### src/rtl/lram_pkg.sv
`timescale 1ns/1ps
package lram_pkg;

  typedef enum logic [1:0] {
    ST_SEED  = 2'd0,
    ST_GROW  = 2'd1,
    ST_ADULT = 2'd2
  } dev_state_e;

  // Storage rule: entry i (index {data, local_load, stored}) is bit i.
  // Left-to-right listing 0,1,0,0,0,1,1,1 for indices 000..111.
  localparam logic [7:0] STORE_RULE = 8'b1110_0010;

  // Position of the highest set bit of a positive value.
  function automatic int top_bit(input int v);
    int r;
    r = 0;
    for (int b = 0; b < 31; b++) begin
      if (((v >> b) & 1) == 1) r = b;
    end
    return r;
  endfunction

endpackage

### src/rtl/lram_rst_sync.sv
`timescale 1ns/1ps
module lram_rst_sync (
  input  logic clk,
  input  logic rst_n,
  output logic rst_sync_n
);
  logic meta_q;
  logic hold_q;

  always_ff @(posedge clk or negedge rst_n) begin
    if (!rst_n) begin
      meta_q <= 1'b0;
      hold_q <= 1'b0;
    end else begin
      meta_q <= 1'b1;
      hold_q <= meta_q;
    end
  end

  assign rst_sync_n = hold_q;
endmodule

### src/rtl/lram_ctrl.sv
`timescale 1ns/1ps
module lram_ctrl #(
  parameter int STEPS = 3
) (
  input  logic clk,
  input  logic rst_n,
  input  logic start_i,
  output logic grow_o,
  output logic adult_o
);
  import lram_pkg::*;

  localparam int CW = $clog2(STEPS + 1);
  localparam logic [CW-1:0] LAST = CW'(STEPS - 1);

  dev_state_e state_q, state_d;
  logic [CW-1:0] cnt_q, cnt_d;
  logic cnt_en;

  always_comb begin
    state_d = state_q;
    cnt_d   = cnt_q;
    cnt_en  = 1'b0;
    unique case (state_q)
      ST_SEED: begin
        if (start_i) begin
          state_d = ST_GROW;
          cnt_d   = '0;
          cnt_en  = 1'b1;
        end
      end
      ST_GROW: begin
        cnt_d  = cnt_q + 1'b1;
        cnt_en = 1'b1;
        if (cnt_q == LAST) state_d = ST_ADULT;
      end
      ST_ADULT: begin
        state_d = ST_ADULT;
      end
      default: state_d = ST_SEED;
    endcase
  end

  always_ff @(posedge clk or negedge rst_n) begin
    if (!rst_n) begin
      state_q <= ST_SEED;
      cnt_q   <= '0;
    end else begin
      state_q <= state_d;
      if (cnt_en) cnt_q <= cnt_d;
    end
  end

  assign grow_o  = (state_q == ST_GROW);
  assign adult_o = (state_q == ST_ADULT);


  grow_window_chk: assert property (@(posedge clk) disable iff (!rst_n)
    grow_o |-> (cnt_q < CW'(STEPS)));


  adult_sticky_chk: assert property (@(posedge clk) disable iff (!rst_n)
    adult_o |=> adult_o);


  restart_ignored_chk: assert property (@(posedge clk) disable iff (!rst_n)
    (grow_o && start_i && (cnt_q != LAST)) |=> (grow_o && (cnt_q == $past(cnt_q) + 1'b1)));

endmodule

### src/rtl/lram_cell.sv
`timescale 1ns/1ps
module lram_cell #(
  parameter int ADDR_W = 3,
  parameter int DATA_W = 8
) (
  input  logic              clk,
  input  logic              rst_n,
  input  logic              seed_i,
  input  logic              grow_i,
  input  logic              adult_i,
  input  logic              born_i,
  input  logic [ADDR_W-1:0] in_div_i,
  input  logic [ADDR_W-1:0] in_par_i,
  input  logic [ADDR_W-1:0] addr_i,
  input  logic              load_i,
  input  logic [DATA_W-1:0] wdata_i,
  output logic              alive_o,
  output logic [ADDR_W-1:0] split_o,
  output logic [ADDR_W-1:0] div_o,
  output logic [ADDR_W-1:0] par_o,
  output logic              match_o,
  output logic [DATA_W-1:0] rdata_o
);
  import lram_pkg::*;

  logic              alive_q, alive_d;
  logic [ADDR_W-1:0] div_q, div_d;
  logic [ADDR_W-1:0] par_q, par_d;
  logic [DATA_W-1:0] data_q, data_d;
  logic              lineage_en;
  logic              alive;
  logic [ADDR_W-1:0] next_lvl;
  logic              store_en;

  assign alive    = alive_q | seed_i;
  assign next_lvl = (~div_q) & (div_q + 1'b1);

  // Division request is the inverse of the divided flag at the next level.
  always_comb begin
    split_o = '0;
    if (alive && grow_i) split_o = next_lvl;
  end

  // Sticky flags; all merges are OR.
  always_comb begin
    alive_d = alive_q | seed_i | born_i;
    div_d   = div_q | split_o | (born_i ? in_div_i : '0);
    par_d   = par_q | split_o | (born_i ? in_par_i : '0);
  end

  assign lineage_en = ~adult_i;

  assign match_o  = adult_i & alive & (&(addr_i ^ par_q));
  assign store_en = match_o & load_i;

  always_comb begin
    for (int b = 0; b < DATA_W; b++) begin
      data_d[b] = STORE_RULE[{wdata_i[b], store_en, data_q[b]}];
    end
  end

  always_ff @(posedge clk or negedge rst_n) begin
    if (!rst_n) begin
      alive_q <= 1'b0;
      div_q   <= '0;
      par_q   <= '0;
    end else if (lineage_en) begin
      alive_q <= alive_d;
      div_q   <= div_d;
      par_q   <= par_d;
    end
  end

  always_ff @(posedge clk or negedge rst_n) begin
    if (!rst_n) data_q <= '0;
    else        data_q <= data_d;
  end

  assign alive_o = alive;
  assign div_o   = div_q | next_lvl;
  assign par_o   = par_q;
  assign rdata_o = match_o ? data_q : '0;


  one_split_chk: assert property (@(posedge clk) disable iff (!rst_n)
    $onehot0(split_o));


  lineage_frozen_chk: assert property (@(posedge clk) disable iff (!rst_n)
    adult_i |=> $stable(par_q));


  write_take_chk: assert property (@(posedge clk) disable iff (!rst_n)
    (match_o && load_i) |=> (data_q == $past(wdata_i)));


  hold_chk: assert property (@(posedge clk) disable iff (!rst_n)
    !(match_o && load_i) |=> $stable(data_q));

endmodule

### src/rtl/lram_or_net.sv
`timescale 1ns/1ps
module lram_or_net #(
  parameter int CELLS  = 8,
  parameter int DATA_W = 8
) (
  input  logic [CELLS*DATA_W-1:0] words_i,
  output logic [DATA_W-1:0]       merged_o
);
  always_comb begin
    merged_o = '0;
    for (int c = 0; c < CELLS; c++) begin
      merged_o = merged_o | words_i[c*DATA_W +: DATA_W];
    end
  end
endmodule

### src/rtl/lineage_ram.sv
`timescale 1ns/1ps
module lineage_ram #(
  parameter int ADDR_W = 3,
  parameter int DATA_W = 8
) (
  input  logic              clk,
  input  logic              rst_n,
  input  logic              dev_start,
  input  logic              load,
  input  logic [ADDR_W-1:0] addr,
  input  logic [DATA_W-1:0] wr_data,
  output logic [DATA_W-1:0] rd_data,
  output logic              dev_done
);
  localparam int CELLS = 1 << ADDR_W;

  logic rst_sync_n;
  logic grow;
  logic adult;

  logic [CELLS-1:0]        alive_w;
  logic [CELLS-1:0]        match_w;
  logic [CELLS-1:0]        born_w;
  logic [CELLS*ADDR_W-1:0] split_w;
  logic [CELLS*ADDR_W-1:0] div_w;
  logic [CELLS*ADDR_W-1:0] par_w;
  logic [CELLS*ADDR_W-1:0] in_div_w;
  logic [CELLS*ADDR_W-1:0] in_par_w;
  logic [CELLS*DATA_W-1:0] rdata_w;

  lram_rst_sync u_rst (
    .clk        (clk),
    .rst_n      (rst_n),
    .rst_sync_n (rst_sync_n)
  );

  lram_ctrl #(.STEPS(ADDR_W)) u_ctrl (
    .clk     (clk),
    .rst_n   (rst_sync_n),
    .start_i (dev_start),
    .grow_o  (grow),
    .adult_o (adult)
  );

  // Static neighbour wiring: slot j is the offspring of slot j minus its
  // top set bit, born at the level of that bit.
  for (genvar j = 0; j < CELLS; j++) begin : g_cell
    if (j == 0) begin : g_seed
      assign born_w[j]                        = 1'b0;
      assign in_div_w[j*ADDR_W +: ADDR_W]     = '0;
      assign in_par_w[j*ADDR_W +: ADDR_W]     = '0;
    end else begin : g_child
      localparam int LVL = lram_pkg::top_bit(j);
      localparam int PAR = j - (1 << LVL);
      assign born_w[j]                        = split_w[PAR*ADDR_W + LVL];
      assign in_div_w[j*ADDR_W +: ADDR_W]     = div_w[PAR*ADDR_W +: ADDR_W];
      assign in_par_w[j*ADDR_W +: ADDR_W]     = par_w[PAR*ADDR_W +: ADDR_W];
    end

    lram_cell #(.ADDR_W(ADDR_W), .DATA_W(DATA_W)) u_cell (
      .clk      (clk),
      .rst_n    (rst_sync_n),
      .seed_i   (j == 0),
      .grow_i   (grow),
      .adult_i  (adult),
      .born_i   (born_w[j]),
      .in_div_i (in_div_w[j*ADDR_W +: ADDR_W]),
      .in_par_i (in_par_w[j*ADDR_W +: ADDR_W]),
      .addr_i   (addr),
      .load_i   (load),
      .wdata_i  (wr_data),
      .alive_o  (alive_w[j]),
      .split_o  (split_w[j*ADDR_W +: ADDR_W]),
      .div_o    (div_w[j*ADDR_W +: ADDR_W]),
      .par_o    (par_w[j*ADDR_W +: ADDR_W]),
      .match_o  (match_w[j]),
      .rdata_o  (rdata_w[j*DATA_W +: DATA_W])
    );


    lineage_is_slot_chk: assert property (@(posedge clk) disable iff (!rst_sync_n)
      adult |-> (par_w[j*ADDR_W +: ADDR_W] == ~ADDR_W'(j)));
  end

  lram_or_net #(.CELLS(CELLS), .DATA_W(DATA_W)) u_or (
    .words_i  (rdata_w),
    .merged_o (rd_data)
  );

  assign dev_done = adult;


  doubling_chk: assert property (@(posedge clk) disable iff (!rst_sync_n)
    grow |=> ($countones(alive_w) == 2 * $past($countones(alive_w))));


  full_population_chk: assert property (@(posedge clk) disable iff (!rst_sync_n)
    adult |-> ((&alive_w) && (&div_w)));


  quiet_split_chk: assert property (@(posedge clk) disable iff (!rst_sync_n)
    !grow |-> (split_w == '0));


  single_match_chk: assert property (@(posedge clk) disable iff (!rst_sync_n)
    adult |-> ($countones(match_w) == 1));


  silent_growth_chk: assert property (@(posedge clk) disable iff (!rst_sync_n)
    !adult |-> ((rd_data == '0) && (match_w == '0)));

endmodule

### config.mk
export PLATFORM = sky130hd
export DESIGN_NAME = lineage_ram
export DESIGN_NICKNAME = d
export VERILOG_FILES = /design/src/rtl/lram_pkg.sv /design/src/rtl/lram_rst_sync.sv /design/src/rtl/lram_ctrl.sv /design/src/rtl/lram_cell.sv /design/src/rtl/lram_or_net.sv /design/src/rtl/lineage_ram.sv
export SDC_FILE = /design/constraint.sdc
export NUM_CORES = 1
export LEC_CHECK = 0
export BUFFER_PORTS_ARGS = -buffer_cell sky130_fd_sc_hd__clkbuf_2
export CELL_PAD_IN_SITES_DETAIL_PLACEMENT = 1
export CELL_PAD_IN_SITES_GLOBAL_PLACEMENT = 2
export CORE_MARGIN = 3
export CORE_UTILIZATION = 39
export DETAILED_ROUTE_END_ITERATION = 16
export PLACE_DENSITY_LB_ADDON = 0.3
export SLEW_MARGIN = 20
export SYNTH_ARGS = -nofsm -noshare
export SYNTH_HDL_FRONTEND = slang
export SYNTH_SLANG_ARGS = --single-unit
### constraint.sdc
create_clock -name clk -period 3.6 [get_ports clk]
set_input_delay 0.18 -clock clk [delete_from_list [all_inputs] [get_ports clk]]
set_output_delay 0.18 -clock clk [all_outputs]
set_load 0.03 [all_outputs]
==> metrics.csv, run 1 <==
stage;metric;value;unit
sta;portion of the clock cycle consumed by the worst path in the final layout;85.6;%
logic_synthesis;synthesized flop and latch total;125;
clocking;insertion delay of the later-clocked pin in the worst-skew pair;420;ps
global_routing;remaining global-route overflow;0;
clocking;clk root buf;sky130_fd_sc_hd__clkbuf_16;
final_layout;share of final-layout standard cells stronger than drive strength 1;29.6;%
floorplanning;DIE AREA;16400;um2
floorplanning;horizontal die dimension;128;um
setup_path;worst r2r dst;g_cell[2].u_cell.data_q[7];
sta;total count of hold-check failures in the final report;0;
logic_synthesis;area leader, netlist;sky130_fd_sc_hd__dfrtp_1;
sta;final clock skew;7.14;ps
floorplanning;starting density of the core;40.9;%
min_path;HP Class;in2async;
global_routing;number of global-route vias before repair;4342;
logic_synthesis;proportion of synthesized flip-flops having asynchronous set or reset;100;%
global_routing;pin count of the biggest net entering global routing;57;
sta;total setup violations reported at the end of the flow;0;
clocking;clock-pin slew on the worst setup and hold paths;50;ps
setup_path;startpoint of the lowest-slack register-to-register path;u_ctrl.state_q[0];
logic_synthesis;number of flops mapped to enable cells by yosys;0;
pwr;reported leakage power;2.90;nW
final_layout;NumNets Final;520;
setup_path;Critical path origin;g_cell[4].u_cell.par_o[0];
pwr;Final Power;5.23;mW
sta;normalized max-slew margin;37.0;%
placed_design;Cell Area, Placed;6080;um2
final_layout;layout-stage area growth over the synthesis result;15.0;%
logic_synthesis;synthesized netlist net count;489;
logic_synthesis;Gate Count Post-Synth;470;
drt;number of detailed-routing iterations run before antenna repair;4;
drt;detailed-route via count;3999;
clocking;TritonCTS clock tree;done;
floorplanning;height of the chip;128;um
drt;number of nets still failing antenna checks after routing;0;
final_layout;post-route cell area;6680;um2
outcome;result of the run;finished, final reports clean;
clocking;number of buffers created by CTS;17;
floorplanning;io pins;24;
sta;unrepaired setup endpoints after global routing;false;
setup_path;type of origin of the critical path;flop;
floorplanning;core area;14200;um2
logic_synthesis;summed instance area of the synthesized netlist;5810;um2
setup_path;number of cell instances on the worst register-to-register path;7;
setup_path;setup slack, reg-to-reg;870;ps
logic_synthesis;count leader, synth;sky130_fd_sc_hd__dfrtp_1;
final_layout;layout filler cell count;1496;
drt;overall routed net length;14.7;mm
setup_path;Crit Path Category;reg2out;
drt;number of DRC markers after the initial detailed-route iteration;261;
logic_synthesis;total number of yosys warnings;0;
pwr;power per cell area;784;nW/um2
job;reported max-cap violation count;0;
global_routing;global-route wire length before repair;24.3;mm
sta;shortest clock period the worst path allows after layout;3080;ps
setup_path;CP required;3420;ps
logic_synthesis;most common flop cell mapped by yosys;sky130_fd_sc_hd__dfrtp_1;
setup_path;arrival time of the worst setup path;2900;ps
clocking;CTS HTree Levels;4;
final_layout;n_diodes;0;
sta;maximum clock rate;325;MHz
logic_synthesis;fraction of post-synthesis cell area in the top cell type by area;53.8;%
drt;detailed-route DRC error count;0;
setup_path;CP max FO;9;
sta;Final TNS setup;0;ps
floorplanning;number of cell rows;43;
global_routing;number of antenna violations at the first check in global routing;0;
logic_synthesis;average footprint of a synthesized cell;12.4;um2
pwr;VDD IR-drop max;0.392;mV
logic_synthesis;post-synthesis cell type count;42;
setup_path;capture point of the critical path;rd_data[4];
sta;max-slew violation count;0;
logic_synthesis;list of most frequent post-synthesis cells;sky130_fd_sc_hd__dfrtp_1, sky130_fd_sc_hd__mux2_2, sky130_fd_sc_hd__nand3_1, sky130_fd_sc_hd__nor4_1, sky130_fd_sc_hd__xnor2_1;
placed_design;RePlAce Congestion;0.832;
placed_design;Port Buffer Count;23;
logic_synthesis;post-synthesis sequential area ratio;53.8;%
final_layout;final standard cell utilization of the core;47.0;%
setup_path;element type at the critical path end;output port;
placed_design;DP Wirelength;10.0;mm
drt;average detailed-routed wire length per instance;21.2;um
clocking;CTS max path bufs;2;
clocking;number of setup buffers added after CTS;0;
global_routing;overall fraction of global-route tracks in use;19.4;%
sta;Tightest Pin Transition;939;ps
drt;Vias/cell;5.77;
logic_synthesis;cell types with the largest area share after synthesis;sky130_fd_sc_hd__dfrtp_1, sky130_fd_sc_hd__mux2_2, sky130_fd_sc_hd__xnor2_1, sky130_fd_sc_hd__nand3_1, sky130_fd_sc_hd__a211o_1;
clocking;clock sink total;125;
## routing by layer
| metal | part of all wire, % | track usage [%] |
|---|---|---|
| met5 | 0 | 0 |
| met1 | 44 | 24.4 |
| met4 | 2.5 | 7.55 |
| met3 | 3.5 | 4.46 |
| met2 | 50 | 32.6 |
## kinds of logic after synthesis
logic type      after synthesis  share of synthesized area (%)
simple gates                144                           15.8
flops                       125                           53.8
compound gates               77                           9.76
mux                          65                           12.8
buf+inv                      30                           2.97
xor+xnor                     24                           3.88
fa+ha+maj                     4                          0.862
other cells                   1                         0.0646
## worst max-delay path, stage by stage, from the launching register on
cell                        delay (ps)
sky130_fd_sc_hd__dfrtp_1           380
sky130_fd_sc_hd__xnor2_1           760
sky130_fd_sc_hd__nor4_1            160
sky130_fd_sc_hd__a2111oi_0         810
sky130_fd_sc_hd__nand3_1           150
sky130_fd_sc_hd__clkbuf_2          230
## worst min path at each step
stage                                   to  cells after the start
after floorplan               u_rst.meta_q                      0
after global placement        u_rst.meta_q                      1
after detailed placement      u_rst.meta_q                      1
after CTS                 u_rst.rst_sync_n                      2
after global routing      u_rst.rst_sync_n                      2
final                     u_rst.rst_sync_n                      2
## what timing repair did
action                    4_1_cts  5_1_grt
hold endpoints to repair        2        0
gates resized for setup         0        0
hold buffers                    1        0
## cell usage in the layout, fill, tap and decap left out, types with 3 or more instances in the layout
master                      instances
sky130_fd_sc_hd__nor4_1            25
sky130_fd_sc_hd__nor3b_1            3
sky130_fd_sc_hd__clkbuf_16         17
sky130_fd_sc_hd__dfrtp_1          124
sky130_fd_sc_hd__ha_1               3
sky130_fd_sc_hd__nand3_1           38
sky130_fd_sc_hd__nand2b_1           3
sky130_fd_sc_hd__inv_1             10
sky130_fd_sc_hd__or3b_2             5
sky130_fd_sc_hd__a2111oi_0          8
sky130_fd_sc_hd__clkbuf_8           5
sky130_fd_sc_hd__nor3_1             3
sky130_fd_sc_hd__o21ai_0            9
sky130_fd_sc_hd__or2_2              9
sky130_fd_sc_hd__o21bai_1           9
sky130_fd_sc_hd__and2_1             6
sky130_fd_sc_hd__mux2_4             3
sky130_fd_sc_hd__or3_1              5
sky130_fd_sc_hd__xnor2_1           22
sky130_fd_sc_hd__nor2_1            16
sky130_fd_sc_hd__a22oi_1           16
sky130_fd_sc_hd__nand2_1           16
sky130_fd_sc_hd__clkinv_2           3
sky130_fd_sc_hd__clkbuf_2          23
sky130_fd_sc_hd__a21oi_1           10
sky130_fd_sc_hd__nor4_4             7
sky130_fd_sc_hd__mux2_2            62
sky130_fd_sc_hd__a211o_1           19
sky130_fd_sc_hd__clkbuf_1           3
sky130_fd_sc_hd__buf_4              8
## registers in the layout (all words and copies together), names as in the netlist
signal,flops
g_cell.u_cell.par_o,24
u_ctrl.state_q,2
g_cell.u_cell.div_q,24
u_rst.rst_sync_n,1
g_cell.u_cell.data_q,64
u_ctrl.cnt_q,2
g_cell.u_cell.alive_q,7
u_rst.meta_q,1
## power breakdown
part | switching (mW) | total, mW | internal [mW]
combinational | 0.738 | 1.31 | 0.576
clock | 0.597 | 1.70 | 1.10
sequential | 0.373 | 2.22 | 1.84
total | 1.71 | 5.23 | 3.52
## per-stage QoR
stage          cells  setup slack, ps  hold WS, ps
3_5_place_dp     661              889        -32.5
6_report         693              520         76.6
3_3_place_gp     661              950        -35.3
5_1_grt          693              398         80.3
4_1_cts          693              485         56.8
2_1_floorplan    470             1290         -116
## cell type report
| class | count | area, um2 | area share [%] |
|---|---|---|---|
| Inverter | 10 | 37.5 | 0.562 |
| Tap cell | 180 | 225 | 3.37 |
| Sequential cell | 125 | 3130 | 46.9 |
| Timing Repair Buffer | 32 | 185 | 2.77 |
| Clock inverter | 6 | 82.6 | 1.24 |
| Clock buffer | 25 | 505 | 7.57 |
| Multi-Input combinational cell | 315 | 2510 | 37.6 |
No activity file was read; power rests on OpenSTA's default activity.
==> run 2, diff against run 1 <==
--- a/config.mk
+++ b/config.mk
@@ -8,6 +8,7 @@
 export BUFFER_PORTS_ARGS = -buffer_cell sky130_fd_sc_hd__clkbuf_2
 export CELL_PAD_IN_SITES_DETAIL_PLACEMENT = 1
 export CELL_PAD_IN_SITES_GLOBAL_PLACEMENT = 2
+export CORE_ASPECT_RATIO = 0.5
 export CORE_MARGIN = 3
 export CORE_UTILIZATION = 39
 export DETAILED_ROUTE_END_ITERATION = 16
==> metrics.csv, run 2 (synthesis results as in run 1) <==
stage;metric;value;unit;change
final_layout;layout-stage area growth over the synthesis result;15.5;%;was 15.0%
global_routing;overall fraction of global-route tracks in use;19.5;%;was 19.4%
setup_path;arrival time of the worst setup path;3080;ps;was 2900 ps
global_routing;peak-usage layer in the global routing report;met2;;unchanged
sta;normalized max-slew margin;30.9;%;was 37.0%
drt;detailed-route via count;3946;;was 3999
global_routing;global-route wire length before repair;24.0;mm;was 24.3 mm
placed_design;RePlAce Congestion;0.784;;was 0.832
clocking;clk root buf;sky130_fd_sc_hd__clkbuf_16;;unchanged
floorplanning;core area;14000;um2;was 14200 um2
clocking;number of setup buffers added after CTS;0;;unchanged
clocking;hold buffer count at cts;1;;unchanged
setup_path;critical-path cell list;inv_1 > ha_2 > buf_4 > nand2_1 > nor4_4 > a2111oi_0 > nand3_1 > clkbuf_2;;was xnor2_1 > nor4_1 > a2111oi_0 > nand3_1 > clkbuf_2
clocking;clock-pin slew on the worst setup and hold paths;50;ps;about the same
pwr;VDD IR-drop max;0.381;mV;was 0.392 mV
pwr;Final Power;5.23;mW;about the same
final_layout;register bank with the most flops;g_cell.u_cell.data_q;;unchanged
setup_path;Crit Path Category;reg2out;;unchanged
setup_path;family of cells with the greatest summed delay on the critical path;compound AO/OA/AOI/OAI gates;;unchanged
sta;total count of hold-check failures in the final report;0;;unchanged
final_layout;number of flip-flops in the largest register;64;;unchanged
outcome;result of the run;finished, final reports clean;;unchanged
floorplanning;number of cell rows;30;;was 43
global_routing;met1 Track Usage GR;25.9;%;was 24.4%
setup_path;element type at the critical path end;output port;;unchanged
sta;Tightest Pin Transition;1010;ps;was 939 ps
setup_path;CP required;3420;ps;about the same
placed_design;DP Wirelength;10.2;mm;was 10.0 mm
setup_path;depth of the critical timing path with buffers and inverters included;8;;was 5
clocking;number of buffers created by CTS;17;;unchanged
sta;maximum clock rate;307;MHz;was 325 MHz
final_layout;NumNets Final;523;;was 520
final_layout;most used cells in the layout excluding fill and tap cells;sky130_fd_sc_hd__dfrtp_1, sky130_fd_sc_hd__mux2_2, sky130_fd_sc_hd__nand3_1, sky130_fd_sc_hd__nor4_1, sky130_fd_sc_hd__clkbuf_2;;unchanged
global_routing;met2 capacity usage during global routing;30.3;%;was 32.6%
clocking;post-CTS resize count;0;;unchanged
sta;total setup violations reported at the end of the flow;0;;unchanged
floorplanning;height of the chip;92.3;um;was 128 um
sta;minimum hold slack;78.0;ps;was 76.6 ps
final_layout;post-route cell area;6710;um2;was 6680 um2
drt;detailed-route DRC error count;0;;unchanged
pwr;reported leakage power;2.91;nW;was 2.90 nW
sta;shortest clock period the worst path allows after layout;3260;ps;was 3080 ps
drt;number of detailed-routing iterations run before antenna repair;4;;unchanged
final_layout;share of final-layout standard cells stronger than drive strength 1;29.8;%;was 29.6%
global_routing;number of global-route vias before repair;4232;;was 4342
setup_path;buffers plus inverters on the worst setup path;3;;was 1
setup_path;number of cell instances on the worst register-to-register path;7;;unchanged
setup_path;CP max FO;27;;was 9
setup_path;crit path max-delay cell type;sky130_fd_sc_hd__a2111oi_0;;unchanged
final_layout;post-route insts no fill;708;;was 693
job;reported max-cap violation count;0;;unchanged
clocking;CTS max path bufs;2;;unchanged
final_layout;n_diodes;0;;unchanged
min_path;HP Class;in2async;;unchanged
sta;portion of the clock cycle consumed by the worst path in the final layout;90.6;%;was 85.6%
pwr;power per cell area;780;nW/um2;was 784 nW/um2
drt;overall routed net length;15.0;mm;was 14.7 mm
global_routing;remaining global-route overflow;0;;unchanged
drt;average detailed-routed wire length per instance;21.2;um;about the same
setup_path;startpoint of the lowest-slack register-to-register path;u_ctrl.state_q[0];;unchanged
floorplanning;horizontal die dimension;179;um;was 128 um
setup_path;worst r2r dst;g_cell[2].u_cell.data_q[3];;was g_cell[2].u_cell.data_q[7]
drt;number of nets still failing antenna checks after routing;0;;unchanged
sta;smallest setup slack after layout;339;ps;was 520 ps
sta;final clock skew;10.2;ps;was 7.14 ps
global_routing;number of antenna violations at the first check in global routing;0;;unchanged
sta;Final TNS setup;0;ps;unchanged
floorplanning;DIE AREA;16500;um2;was 16400 um2
clocking;insertion delay of the later-clocked pin in the worst-skew pair;420;ps;about the same
sta;unrepaired setup endpoints after global routing;false;;unchanged
setup_path;setup slack, reg-to-reg;860;ps;was 870 ps
global_routing;met3 track utilization from global routing;5.65;%;was 4.46%
drt;number of DRC markers after the initial detailed-route iteration;181;;was 261
placed_design;Port Buffer Count;23;;unchanged
placed_design;instance count after placement with tap cells included;676;;was 661
final_layout;most common library cell in the layout ignoring fill and taps;sky130_fd_sc_hd__dfrtp_1;;unchanged
placed_design;pre-CTS setup slack;827;ps;was 889 ps
clocking;clock sink total;125;;unchanged
placed_design;Cell Area, Placed;6130;um2;was 6080 um2
floorplanning;starting density of the core;41.4;%;was 40.9%
final_layout;final standard cell utilization of the core;47.8;%;was 47.0%
clocking;TritonCTS clock tree;done;;unchanged
floorplanning;io pins;24;;unchanged
global_routing;pin count of the biggest net entering global routing;58;;was 57
setup_path;maximum cell stage delay along the critical path;920;ps;was 810 ps
sta;max-slew violation count;0;;unchanged
clocking;CTS HTree Levels;4;;unchanged
drt;Vias/cell;5.57;;was 5.77
setup_path;type of origin of the critical path;flop;;unchanged
[run 2: cell count changes in the layout (fill, tap and decap cells not counted)]
cell and change:
sky130_fd_sc_hd__buf_12 +1, sky130_fd_sc_hd__clkbuf_8 -2, sky130_fd_sc_hd__clkbuf_1 +1, sky130_fd_sc_hd__clkinv_2 +1, sky130_fd_sc_hd__buf_4 +2
[run 2: power breakdown]
group	switching, mW	internal, mW
Combinational	0.753	0.585
Clock	0.610	1.06
Sequential	0.373	1.85
Total	1.74	3.49
[run 2: per-layer routing]
metal	share of wire [%]	wire length [um]	vias up
li1	-	-	1822
met1	48	7230	2046
met3	3.6	540	18
met5	0	0	-
met2	47	7010	60
met4	1.5	221	0
[run 2: layout make-up]
class | instances | area [um2]
clock inverters | 7 | 87.6
well taps | 192 | 240
fillers | 1486 | 7330
inverters | 10 | 37.5
flip-flops and latches | 125 | 3130
repair buffers | 35 | 220
clock buffers | 24 | 482
multi-input cells | 315 | 2510
[run 2: how the worst max path moves through the flow]
stage	startpoint	to	slack, ps
3_3_place_gp	u_ctrl.state_q[0]	g_cell[2].u_cell.data_q[3]	930
3_5_place_dp	u_ctrl.state_q[0]	g_cell[2].u_cell.data_q[0]	830
2_1_floorplan	u_ctrl.state_q[0]	rd_data[0]	1290
6_report	u_ctrl.state_q[0]	rd_data[3]	340
4_1_cts	u_ctrl.state_q[0]	rd_data[3]	320
5_1_grt	u_ctrl.state_q[0]	rd_data[3]	80
[run 2: worst reg2reg max path, delay by kind of cell (launching register included)]
| family | cells | cell delay, ps |
|---|---|---|
| adder cells (fa/ha/maj) | 1 | 480 |
| buffers and inverters | 2 | 490 |
| flip-flops | 1 | 380 |
| multiplexers | 1 | 390 |
| AND/OR/NAND/NOR | 3 | 880 |
==> run 3, diff against run 2 <==
--- a/config.mk
+++ b/config.mk
@@ -5,12 +5,13 @@
 export SDC_FILE = /design/constraint.sdc
 export NUM_CORES = 1
 export LEC_CHECK = 0
+export ABC_AREA = 1
 export BUFFER_PORTS_ARGS = -buffer_cell sky130_fd_sc_hd__clkbuf_2
 export CELL_PAD_IN_SITES_DETAIL_PLACEMENT = 1
 export CELL_PAD_IN_SITES_GLOBAL_PLACEMENT = 2
 export CORE_ASPECT_RATIO = 0.5
 export CORE_MARGIN = 3
-export CORE_UTILIZATION = 39
+export CORE_UTILIZATION = 34
 export DETAILED_ROUTE_END_ITERATION = 16
 export PLACE_DENSITY_LB_ADDON = 0.3
 export SLEW_MARGIN = 20
==> metrics.csv, run 3 <==
stage;metric;value;unit;change
clocking;CTS HTree Levels;4;;unchanged
sta;unrepaired setup endpoints after global routing;false;;unchanged
sta;total count of hold-check failures in the final report;0;;unchanged
final_layout;layout-stage area growth over the synthesis result;16.9;%;was 15.5%
min_path;HP Class;in2async;;unchanged
sta;final clock skew;9.60;ps;was 10.2 ps
logic_synthesis;synthesized-area fraction occupied by ao, oa, aoi and oai cells;9.32;%;was 9.76%
logic_synthesis;Gate Count Post-Synth;780;;was 470
final_layout;n_diodes;0;;unchanged
logic_synthesis;list of most frequent post-synthesis cells;sky130_fd_sc_hd__nand2_1, sky130_fd_sc_hd__dfrtp_1, sky130_fd_sc_hd__nand3_1, sky130_fd_sc_hd__inv_1, sky130_fd_sc_hd__o21ai_0;;was sky130_fd_sc_hd__dfrtp_1, sky130_fd_sc_hd__mux2_2, sky130_fd_sc_hd__nand3_1, sky130_fd_sc_hd__nor4_1, sky130_fd_sc_hd__xnor2_1
final_layout;number of flip-flops in the largest register;64;;unchanged
clocking;TritonCTS clock tree;done;;unchanged
setup_path;most frequent CP cell;sky130_fd_sc_hd__nand2_1;;
logic_synthesis;synthesized flop and latch total;125;;unchanged
setup_path;buffers plus inverters on the worst setup path;4;;was 3
logic_synthesis;post-synthesis cell type count;33;;was 42
job;reported max-cap violation count;0;;unchanged
pwr;power per cell area;558;nW/um2;was 780 nW/um2
setup_path;element type at the critical path end;output port;;unchanged
drt;detailed-route DRC error count;0;;unchanged
logic_synthesis;total number of yosys warnings;0;;unchanged
placed_design;Port Buffer Count;23;;unchanged
final_layout;share of final-layout standard cells stronger than drive strength 1;14.3;%;was 29.8%
pwr;Logic pwr share;8.9;%;was 25.6%
global_routing;number of antenna violations at the first check in global routing;0;;unchanged
logic_synthesis;summed instance area of the synthesized netlist;6330;um2;was 5810 um2
logic_synthesis;area leader, netlist;sky130_fd_sc_hd__dfrtp_1;;unchanged
clocking;clock sink total;125;;unchanged
setup_path;crit path max-delay cell type;sky130_fd_sc_hd__ha_1;;was sky130_fd_sc_hd__a2111oi_0
drt;average detailed-routed wire length per instance;18.5;um;was 21.2 um
drt;overall routed net length;19.5;mm;was 15.0 mm
floorplanning;io pins;24;;unchanged
pwr;share of total power in the clock network;52.3;%;was 32.0%
drt;Vias/cell;5.01;;was 5.57
logic_synthesis;xor and xnor area share after synthesis;0;%;was 3.88%
sta;Final TNS setup;0;ps;unchanged
global_routing;number of global-route vias before repair;5544;;was 4232
sta;shortest clock period the worst path allows after layout;2970;ps;was 3260 ps
sta;normalized max-slew margin;54.1;%;was 30.9%
sta;portion of the clock cycle consumed by the worst path in the final layout;82.4;%;was 90.6%
sta;max-slew violation count;0;;unchanged
final_layout;post-route insts no fill;1053;;was 708
floorplanning;height of the chip;103;um;was 92.3 um
global_routing;remaining global-route overflow;0;;unchanged
clocking;clk root buf;sky130_fd_sc_hd__clkbuf_16;;unchanged
logic_synthesis;fraction of the mapped netlist area in simple logic gates;34.0;%;was 15.8%
logic_synthesis;number of flops mapped to enable cells by yosys;0;;unchanged
global_routing;global-route wire length before repair;31.8;mm;was 24.0 mm
pwr;VDD IR-drop max;0.327;mV;was 0.381 mV
logic_synthesis;most common flop cell mapped by yosys;sky130_fd_sc_hd__dfrtp_1;;unchanged
global_routing;pin count of the biggest net entering global routing;93;;was 58
floorplanning;DIE AREA;20400;um2;was 16500 um2
clocking;number of setup buffers added after CTS;0;;unchanged
floorplanning;number of cell rows;34;;was 30
drt;number of detailed-routing iterations run before antenna repair;4;;unchanged
logic_synthesis;average footprint of a synthesized cell;8.12;um2;was 12.4 um2
final_layout;most common library cell in the layout ignoring fill and taps;sky130_fd_sc_hd__nand2_1;;was sky130_fd_sc_hd__dfrtp_1
placed_design;instance count after placement with tap cells included;1020;;was 676
placed_design;DP Wirelength;13.4;mm;was 10.2 mm
pwr;Sw Ratio;25.3;%;was 33.2%
drt;number of nets still failing antenna checks after routing;0;;unchanged
global_routing;overall fraction of global-route tracks in use;20.8;%;was 19.5%
setup_path;maximum cell stage delay along the critical path;470;ps;was 920 ps
setup_path;CP max FO;12;;was 27
pwr;power dissipated by switching net loads;1.05;mW;was 1.74 mW
clocking;insertion delay of the later-clocked pin in the worst-skew pair;430;ps;was 420 ps
floorplanning;starting density of the core;35.5;%;was 41.4%
pwr;Final Power;4.14;mW;was 5.23 mW
setup_path;family of cells with the greatest summed delay on the critical path;simple AND/OR/NAND/NOR gates;;was compound AO/OA/AOI/OAI gates
logic_synthesis;combinational family with the most area after synthesis;simple AND/OR/NAND/NOR gates;;unchanged
final_layout;register bank with the most flops;g_cell.u_cell.data_q;;unchanged
logic_synthesis;fraction of post-synthesis cell area in the top cell type by area;49.4;%;was 53.8%
sta;total setup violations reported at the end of the flow;0;;unchanged
setup_path;critical-path cell list;inv_1 > ha_1 > buf_4 > nand2_1 > inv_1 > nand2_1 > nor2_4 > nand3_1 > nand2_1 > nor2_1 > nand2_1 > clkbuf_2;;was inv_1 > ha_2 > buf_4 > nand2_1 > nor4_4 > a2111oi_0 > nand3_1 > clkbuf_2
drt;number of DRC markers after the initial detailed-route iteration;234;;was 181
final_layout;NumNets Final;825;;was 523
final_layout;layout filler cell count;2107;;was 1486
clocking;CTS max path bufs;2;;unchanged
drt;detailed-route via count;5276;;was 3946
logic_synthesis;mux share of post-synthesis cell area;0;%;was 12.8%
clocking;clock-pin slew on the worst setup and hold paths;60;ps;was 50 ps
floorplanning;horizontal die dimension;199;um;was 179 um
clocking;post-CTS resize count;0;;unchanged
outcome;result of the run;finished, final reports clean;;unchanged
final_layout;post-route cell area;7410;um2;was 6710 um2
sta;Tightest Pin Transition;688;ps;was 1010 ps
logic_synthesis;synthesized netlist net count;799;;was 489
final_layout;final standard cell utilization of the core;41.6;%;was 47.8%
clocking;number of buffers created by CTS;17;;unchanged
floorplanning;core area;17800;um2;was 14000 um2
pwr;reported leakage power;3.94;nW;was 2.91 nW
setup_path;type of origin of the critical path;flop;;unchanged
logic_synthesis;count leader, synth;sky130_fd_sc_hd__nand2_1;;was sky130_fd_sc_hd__dfrtp_1
logic_synthesis;cell types with the largest area share after synthesis;sky130_fd_sc_hd__dfrtp_1, sky130_fd_sc_hd__nand2_1, sky130_fd_sc_hd__nand3_1, sky130_fd_sc_hd__o21ai_0, sky130_fd_sc_hd__inv_1;;was sky130_fd_sc_hd__dfrtp_1, sky130_fd_sc_hd__mux2_2, sky130_fd_sc_hd__xnor2_1, sky130_fd_sc_hd__nand3_1, sky130_fd_sc_hd__a211o_1
logic_synthesis;proportion of synthesized flip-flops having asynchronous set or reset;100;%;unchanged
placed_design;RePlAce Congestion;0.828;;was 0.784
placed_design;Cell Area, Placed;6670;um2;was 6130 um2
setup_path;CP required;3420;ps;about the same
pwr;sequential share of power;38.8;%;was 42.4%
logic_synthesis;Adder-Cell Fraction of Synth Area;0.790;%;was 0.862%
logic_synthesis;post-synthesis sequential area ratio;49.4;%;was 53.8%
setup_path;arrival time of the worst setup path;2790;ps;was 3080 ps
sta;maximum clock rate;337;MHz;was 307 MHz
setup_path;Crit Path Category;reg2out;;unchanged
pwr;Pint;3.09;mW;was 3.49 mW
final_layout;most used cells in the layout excluding fill and tap cells;sky130_fd_sc_hd__nand2_1, sky130_fd_sc_hd__dfrtp_1, sky130_fd_sc_hd__nand3_1, sky130_fd_sc_hd__inv_1, sky130_fd_sc_hd__o21ai_0;;was sky130_fd_sc_hd__dfrtp_1, sky130_fd_sc_hd__mux2_2, sky130_fd_sc_hd__nand3_1, sky130_fd_sc_hd__nor4_1, sky130_fd_sc_hd__clkbuf_2
-- run 3: changes by cell type in the layout (fill, tap and decap cells not counted), moves of 11 or more --
cell / previous run / this run
sky130_fd_sc_hd__xnor2_1: 22 / 0
sky130_fd_sc_hd__a22oi_1: 16 / 0
sky130_fd_sc_hd__nand3_1: 38 / 70
sky130_fd_sc_hd__a211o_1: 19 / 0
sky130_fd_sc_hd__nand2_1: 16 / 287
sky130_fd_sc_hd__nor2_1: 16 / 27
sky130_fd_sc_hd__inv_1: 10 / 69
sky130_fd_sc_hd__mux2_2: 62 / 0
sky130_fd_sc_hd__o211ai_1: 0 / 12
sky130_fd_sc_hd__o21ai_1: 0 / 14
sky130_fd_sc_hd__nor4_1: 25 / 0
sky130_fd_sc_hd__nor2_4: 0 / 14
sky130_fd_sc_hd__o21ai_0: 9 / 69
-- run 3: path summary, 6_finish.rpt --
check,from,end,slack (ps),cells past startpoint
min in group clk,dev_start,u_ctrl.cnt_q[0],140,5
worst max register to register,u_ctrl.state_q[0],g_cell[3].u_cell.data_q[1],1260,11
worst min register to register,u_rst.rst_sync_n,g_cell[2].u_cell.data_q[0],280,0
max in group asynchronous,u_rst.rst_sync_n,u_ctrl.state_q[0],2430,1
worst max-delay path,u_ctrl.state_q[0],rd_data[5],630,12
worst min-delay path,rst_n,u_rst.rst_sync_n,70,2
-- run 3: power by group through the flow --
stage          combinational (mW)  sequential (mW)  clock, mW
2_1_floorplan               0.251             1.61          0
3_3_place_gp                0.360             1.63          0
3_5_place_dp                0.372             1.63          0
4_1_cts                     0.375             1.61       2.19
5_1_grt                     0.421             1.62       2.26
6_report                    0.369             1.60       2.16
-- run 3: logic make-up (layout without fill, tap and decap cells) --
logic type | Yosys count | count (layout)
AND/OR/NAND/NOR | 445 | 445
buffers and inverters | 97 | 136
AO/OA/AOI/OAI | 108 | 108
flip-flops | 125 | 125
other | 1 | 1
adder cells (fa/ha/maj) | 4 | 4
-- run 3: final cells by class --
| cell class | count | area [um2] | share of cell area, % |
|---|---|---|---|
| multi-input cells | 558 | 2800 | 37.8 |
| flip-flops and latches | 125 | 3130 | 42.3 |
| clock buffers | 18 | 439 | 5.93 |
| inverters | 76 | 290 | 3.92 |
| well taps | 234 | 293 | 3.95 |
| repair buffers | 28 | 168 | 2.26 |
| clock inverters | 14 | 288 | 3.89 |
-- run 3: repair_timing --
item,4_1_cts,5_1_grt
setup endpoints to repair,0,0
hold buffers,1,0
endpoints found under the hold margin,2,0
-- run 3: through the flow --
stage / worst slack [ps] / hold WS (ps)
3_5_place_dp: 1120 / -32.3
2_1_floorplan: 1520 / -116
3_3_place_gp: 1200 / -34.0
5_1_grt: 426 / 58.2
4_1_cts: 633 / 52.6
6_report: 632 / 72.4
-- run 3: routing by layer --
layer,vias up,wire (um),global-route usage (%)
met4,0,191,5.66
met3,15,646,4.44
met5,-,0,0
li1,2549,-,-
met2,70,8720,32.0
met1,2642,9930,29.9
